--- config.mk ---
export PLATFORM = sky130hd
export DESIGN_NAME = frz_power_ctrl
export DESIGN_NICKNAME = d
export VERILOG_FILES = /design/src/rtl/frz_pkg.sv /design/src/rtl/frz_pin_filter.sv /design/src/rtl/frz_fsm.sv /design/src/rtl/frz_io_hold.sv /design/src/rtl/frz_power_ctrl.sv
export SDC_FILE = /design/constraint.sdc
export NUM_CORES = 1
export LEC_CHECK = 0
export BUFFER_PORTS_ARGS = -buffer_cell sky130_fd_sc_hd__buf_2
export CORE_UTILIZATION = 34
export CTS_CLUSTER_SIZE = 24
export DETAILED_ROUTE_END_ITERATION = 10
export GPL_ROUTABILITY_DRIVEN = 0
export GPL_TIMING_DRIVEN = 0
export MAX_ROUTING_LAYER = met4
export PLACE_DENSITY = 0.84
export SYNTH_ARGS = -nofsm -noshare
export SYNTH_HDL_FRONTEND = slang
export SYNTH_SLANG_ARGS = --single-unit
--- constraint.sdc ---
create_clock -name clk -period 1.97 [get_ports clk]
set_input_delay 0.2955 -clock clk [delete_from_list [all_inputs] [get_ports clk]]
set_output_delay 0.2955 -clock clk [all_outputs]
set_load 0.02 [all_outputs]
--- src/rtl/frz_pkg.sv ---
package frz_pkg;

  typedef enum logic [1:0] {
    FZ_ACTIVE = 2'd0,
    FZ_WAIT   = 2'd1,
    FZ_FROZEN = 2'd2,
    FZ_WAKE   = 2'd3
  } fz_state_e;

  // gating applies in the frozen state and the single waking cycle after it
  function automatic logic fz_gating(input fz_state_e st);
    return (st == FZ_FROZEN) || (st == FZ_WAKE);
  endfunction

  function automatic fz_state_e fz_next(input fz_state_e st,
                                        input logic req,
                                        input logic rel,
                                        input logic hs_en,
                                        input logic safe);
    fz_state_e nx;
    nx = st;
    unique case (st)
      FZ_ACTIVE: if (req) nx = hs_en ? FZ_WAIT : FZ_FROZEN;
      FZ_WAIT: begin
        if (rel)       nx = FZ_ACTIVE;
        else if (safe) nx = FZ_FROZEN;
      end
      FZ_FROZEN: if (rel) nx = FZ_WAKE;
      FZ_WAKE:   nx = FZ_ACTIVE;
      default:   nx = FZ_ACTIVE;
    endcase
    return nx;
  endfunction

endpackage

--- src/rtl/frz_pin_filter.sv ---
module frz_pin_filter #(
  parameter int SYNC_STAGES = 2
) (
  input  logic clk,
  input  logic rst_n,
  input  logic pin_n,
  input  logic used,
  output logic pin_sync,
  output logic req,
  output logic rel
);
  localparam int DEPTH = SYNC_STAGES + 1;

  logic [DEPTH-1:0] chain_q;

  always_ff @(posedge clk or negedge rst_n) begin
    if (!rst_n) chain_q <= '1;
    else        chain_q <= {chain_q[DEPTH-2:0], pin_n};
  end

  // synchronised sample and the one before it
  logic cur_s, prev_s;
  assign cur_s    = chain_q[SYNC_STAGES-1];
  assign prev_s   = chain_q[SYNC_STAGES];
  assign pin_sync = cur_s;

  assign req = used & ~cur_s & ~prev_s;
  assign rel = ~used | (cur_s & prev_s);


  req_rel_excl_chk: assert property (@(posedge clk) disable iff (!rst_n)
    !(req && rel));

endmodule

--- src/rtl/frz_fsm.sv ---
module frz_fsm
  import frz_pkg::*;
(
  input  logic      clk,
  input  logic      rst_n,
  input  logic      req,
  input  logic      rel,
  input  logic      hs_en,
  input  logic      safe,
  output fz_state_e state,
  output logic      gate
);
  fz_state_e state_q, state_d;

  assign state_d = fz_next(state_q, req, rel, hs_en, safe);

  always_ff @(posedge clk or negedge rst_n) begin
    if (!rst_n) state_q <= FZ_ACTIVE;
    else        state_q <= state_d;
  end

  assign state = state_q;
  assign gate  = fz_gating(state_q);


  wake_one_cycle_chk: assert property (@(posedge clk) disable iff (!rst_n)
    (state_q == FZ_WAKE) |=> (state_q == FZ_ACTIVE));


  wait_hold_chk: assert property (@(posedge clk) disable iff (!rst_n)
    (state_q == FZ_WAIT && !safe && !rel) |=> (state_q == FZ_WAIT));


  direct_entry_chk: assert property (@(posedge clk) disable iff (!rst_n)
    (state_q == FZ_ACTIVE && req && !hs_en) |=> (state_q == FZ_FROZEN));


  unused_no_freeze_chk: assert property (@(posedge clk) disable iff (!rst_n)
    (state_q == FZ_ACTIVE && !req) |=> (state_q == FZ_ACTIVE));

endmodule

--- src/rtl/frz_io_hold.sv ---
module frz_io_hold #(
  parameter int NUM_IN  = 8,
  parameter int NUM_OUT = 8
) (
  input  logic               clk,
  input  logic               rst_n,
  input  logic               gate,
  input  logic [NUM_IN-1:0]  ext_in,
  output logic [NUM_IN-1:0]  core_in,
  input  logic [NUM_OUT-1:0] core_out,
  input  logic [NUM_OUT-1:0] core_oe,
  input  logic [NUM_OUT-1:0] pull_en,
  input  logic [NUM_OUT-1:0] pull_up,
  output logic [NUM_OUT-1:0] pad_out,
  output logic [NUM_OUT-1:0] pad_oe,
  output logic [NUM_OUT-1:0] pad_pull_en,
  output logic [NUM_OUT-1:0] pad_pull_up
);
  logic [NUM_IN-1:0] held_q;

  always_ff @(posedge clk or negedge rst_n) begin
    if (!rst_n)     held_q <= '0;
    else if (!gate) held_q <= ext_in;
  end

  assign core_in = gate ? held_q : ext_in;

  for (genvar i = 0; i < NUM_OUT; i++) begin : g_pad
    always_comb begin
      if (gate) begin
        pad_out[i]     = 1'b0;
        pad_oe[i]      = 1'b0;
        pad_pull_en[i] = pull_en[i];
        pad_pull_up[i] = pull_up[i];
      end else begin
        pad_out[i]     = core_out[i];
        pad_oe[i]      = core_oe[i];
        pad_pull_en[i] = 1'b0;
        pad_pull_up[i] = 1'b0;
      end
    end
  end


  in_hold_stable_chk: assert property (@(posedge clk) disable iff (!rst_n)
    (gate && $past(gate)) |-> $stable(core_in));


  pad_float_chk: assert property (@(posedge clk) disable iff (!rst_n)
    gate |-> (pad_oe == '0));

endmodule

--- src/rtl/frz_power_ctrl.sv ---
module frz_power_ctrl
  import frz_pkg::*;
#(
  parameter int NUM_CE  = 4,
  parameter int NUM_IN  = 8,
  parameter int NUM_OUT = 8
) (
  input  logic               clk,
  input  logic               rst_n,
  input  logic               frz_pin_n,
  input  logic               freeze_used,
  input  logic               safe_hs_en,
  input  logic               user_safe,
  output logic               pin_sync_o,
  input  logic [NUM_CE-1:0]  ce_req_i,
  output logic [NUM_CE-1:0]  ce_o,
  input  logic [NUM_IN-1:0]  ext_in_i,
  output logic [NUM_IN-1:0]  core_in_o,
  output logic               in_hold_o,
  input  logic [NUM_OUT-1:0] core_out_i,
  input  logic [NUM_OUT-1:0] core_oe_i,
  input  logic [NUM_OUT-1:0] pull_en_cfg,
  input  logic [NUM_OUT-1:0] pull_up_cfg,
  output logic [NUM_OUT-1:0] pad_out_o,
  output logic [NUM_OUT-1:0] pad_oe_o,
  output logic [NUM_OUT-1:0] pad_pull_en_o,
  output logic [NUM_OUT-1:0] pad_pull_up_o,
  output logic               frozen_o
);
  logic      req_ev, rel_ev, gate;
  fz_state_e state;

  frz_pin_filter #(.SYNC_STAGES(2)) u_filter (
    .clk      (clk),
    .rst_n    (rst_n),
    .pin_n    (frz_pin_n),
    .used     (freeze_used),
    .pin_sync (pin_sync_o),
    .req      (req_ev),
    .rel      (rel_ev)
  );

  frz_fsm u_fsm (
    .clk   (clk),
    .rst_n (rst_n),
    .req   (req_ev),
    .rel   (rel_ev),
    .hs_en (safe_hs_en),
    .safe  (user_safe),
    .state (state),
    .gate  (gate)
  );

  frz_io_hold #(.NUM_IN(NUM_IN), .NUM_OUT(NUM_OUT)) u_io (
    .clk         (clk),
    .rst_n       (rst_n),
    .gate        (gate),
    .ext_in      (ext_in_i),
    .core_in     (core_in_o),
    .core_out    (core_out_i),
    .core_oe     (core_oe_i),
    .pull_en     (pull_en_cfg),
    .pull_up     (pull_up_cfg),
    .pad_out     (pad_out_o),
    .pad_oe      (pad_oe_o),
    .pad_pull_en (pad_pull_en_o),
    .pad_pull_up (pad_pull_up_o)
  );

  for (genvar c = 0; c < NUM_CE; c++) begin : g_ce
    assign ce_o[c] = ce_req_i[c] & ~gate;
  end

  assign frozen_o  = gate;
  assign in_hold_o = gate;


  ce_gate_chk: assert property (@(posedge clk) disable iff (!rst_n)
    frozen_o |-> (ce_o == '0));


  ce_release_chk: assert property (@(posedge clk) disable iff (!rst_n)
    (!frozen_o) |-> (ce_o == ce_req_i));


  pull_idle_chk: assert property (@(posedge clk) disable iff (!rst_n)
    (!frozen_o) |-> (pad_pull_en_o == '0));

endmodule

==> results.md <==
- Status: completed
- CP peak stage delay: between 0.4 and 0.5 ns
- GRT met2 Usage: 34.23%
- Setup crit end kind: primary output
- Async set-reset flop share out of synthesis: 100.0%
- PortBufs: 96
- HPWL after DPL: 1.810 mm
- Worst path bufs/invs: 2
- Die X: between 40 and 50 um
- Met1 usage: 17.03%
- Count leader, synth: nor2b_1
- CP required: 1.67 ns
- Largest net degree at the start of global routing: 14
- ANT nets after route: 0
- Site Rows: 16
- Clock-pin slew on the worst setup and hold paths: 0.07 ns
- Share of layout cells above drive strength 1: about two thirds
- Hold path cells: 1
- Top Ports: 97
- Worst reg2reg path endpoint: u_fsm.state[0]
- Post-synthesis mux area share: 11.58%
- Post-cts sizing count: 0
- # nets final: 227
- Root Driver: clkbuf_4
- Core Region: 2062 um^2
- Flop2flop setup slack: 0.92 ns
- Top cell type's share of synthesized area: 32.15%
- Simple-Gate Fraction of Synth Area: between 30% and 40%
- Final Hold Vio Count: 0
- R2r startpoint: u_filter.chain_q[1]
- Gr usage total: between 15 and 20%
- Lkg Pwr: 0.7482 nW
- Initial antenna violation count: 0
- CTS tree: yes
- Delay-heaviest family, CP: flip-flops
- Rel. slew slack: 81.53%
- Hold EP: u_filter.chain_q[0]
- CTS max path bufs: 2
- Layout area overhead: 70.74%
- Fin area: between 1000 and 1500 um^2
- Fin. max-slew vios: 0
- Sequential Area: 329.1 um^2
- Post-synth EDFFs: 0
- Pwr dens: 1418 nW/um^2
- Worst Max-Slew Pin Slew: 0.2731 ns
- Hold buffers post-CTS: 1
- Initial Util: ~38%
- Grt peak-use layer: met2
- Met3 Use GR: 2.778%
- Crit-path max FO: 10
- Global-route wire length before repair: 3.249 mm
- Worst hold path type: in -> reg
- Critical Path Slowest Stage Cell: dfrtp_1
- Vias per cell: 4.212
- Area of the multi-input gates: between 300 and 400 um^2
- Synth Area in Compound Gates: ~3.2%
- RSZ-0062 raised after global routing: no
- Register area share after synthesis: a little over two fifths
- Post-Syn Area: 778.2 um^2
- Gr ovfl total: 0
- Final Cycle Share: between 80 and 90%
- Peak supply drop: 0.0009727 V
- Critical path arrival: 1.36 ns
- Routed WL: 2.045 mm
- 1st-pass router iterations: 4
- Die area: 2485 um^2
- Max Cap Violations: 0
- Yosys cell types: 19
- Top cells by count, synth: nor2b_1, and2_1, dfrtp_1
- Syn Nets: 125
- Vias in the first global route: 787
- CP startpoint kind: register
- Via Count: roughly 860
- Clk sink count: 13
- Setup Skew: 0.0007172 ns
- Startpoint of the worst hold path: frz_pin_n
- H-tree depth: 1
- Synth Warn #: 0
- Clk_lat worst skew: 0.26 ns
- F_max: 605.2 MHz
- Die Y: 49.85 um
- Gate Count Post-Synth: 75
- Fin crit period: between 1.5 and 2 ns
- Placed Area: 1292 um^2
- Yosys reg bits: 13
- XOR/XNOR Fraction of Synth Area: 0%
- Synth Flop Type: dfrtp_1
- Number of diodes: 0
- Residual DRC: 0
- Critical path class: reg -> out
- Synth top area cells: dfrtp_1, nor2b_1, and2_1
- Worst Reg-to-Reg Cells: 3
- Setup violators final: 0
- Post-Synth Adder-Cell Area: 0%
- Cts bufs inserted: 3
- Initial DRC Count: 5
- Critical-path cell list: buf_6 > mux2_2 > buf_2
- Avg WL per Cell: 10.07 um
- Main combinational cell family by area after synthesis: simple AND/OR/NAND/NOR gates
- Postcts setup bufs: 0
- Post-route setup TNS: 0 ns
- Area leader, netlist: dfrtp_1
- Layout fillers: 175
- Synthesized area per cell: 10.38 um^2
==> registers in the layout (all words and copies together) (netlist names) <==
signal	flops
u_io.held_q	8
u_fsm.state	2
u_filter.chain_q	3
==> report_power, final <==
part           total, mW  switching (mW)  internal (mW)
clock network      0.152          0.0740         0.0782
logic               1.31           0.768          0.539
registers          0.425          0.0492          0.376
total               1.88           0.892          0.993
==> worst max-delay path by stage <==
stage	cells past startpoint	from	slack (ns)	endpoint
after floorplan	3	u_fsm.state[1]	0.66	ce_o[0]
after global placement	3	u_fsm.state[1]	0.61	core_in_o[7]
after detailed placement	3	u_fsm.state[1]	0.60	core_in_o[7]
after CTS	3	u_fsm.state[1]	0.29	core_in_o[7]
after global routing	3	u_fsm.state[1]	0.26	core_in_o[4]
final	3	u_fsm.state[1]	0.32	core_in_o[7]
==> through the flow <==
| stage | cells | hold slack [ns] | utilization, % | setup WS, ns | power [mW] |
|---|---|---|---|---|---|
| after floorplan | 75 | -0.00009107 | - | 0.6570 | 1.336 |
| after global placement | 198 | 0.1815 | 62.68 | 0.6071 | 1.723 |
| after detailed placement | 198 | 0.1862 | 62.68 | 0.5966 | 1.752 |
| after CTS | 203 | 0.1147 | 64.44 | 0.2909 | 1.914 |
| after global routing | 203 | 0.1135 | 64.44 | 0.2563 | 2.019 |
| final | 203 | 0.1274 | 64.44 | 0.3176 | 1.884 |
==> logic make-up after synthesis <==
| family | count (synthesis) |
|---|---|
| and+or+nand+nor | 42 |
| DFF | 13 |
| muxes | 8 |
| buffers and inverters | 8 |
| AOI/OAI and AO/OA | 4 |
==> layout by cell type (no fill, tap or decap), drive strengths merged <==
cell | synthesis | routed
and2 | 16 | 16
dlygate4sd3 | 0 | 1
nor2b | 20 | 20
a31oi | 1 | 1
o2bb2ai | 1 | 1
nor3 | 1 | 1
clkbuf | 2 | 6
a21oi | 2 | 2
dfrtp | 10 | 10
nand4b | 1 | 1
nor4b | 2 | 2
nand2 | 1 | 1
dfstp | 3 | 3
nand2b | 1 | 1
buf | 5 | 101
mux2 | 8 | 8
inv | 1 | 1
==> area by class of cell <==
type | instances | area share [%]
Sequential cell | 13 | 24.76
Multi-Input combinational cell | 54 | 29.19
Clock buffer | 4 | 1.977
Timing Repair Buffer | 97 | 36.91
Inverter | 1 | 0.2825
Tap cell | 27 | 2.542
Buffer | 7 | 4.331
==> layer usage <==
metal  part of all wire [%]  vias to the layer above
li1                       -                      443
met1                     36                      365
met2                     55                       47
met3                    8.8                        0
met4                      0                        0
met5                      0                        -
==> worst register-to-register path, cell delays in order (launching register included) <==
cell       delay [ns]
dfstp_2          0.58
nand2_1          0.10
a21oi_1          0.17
o2bb2ai_1        0.13
Power figures use the tool's default switching activity.
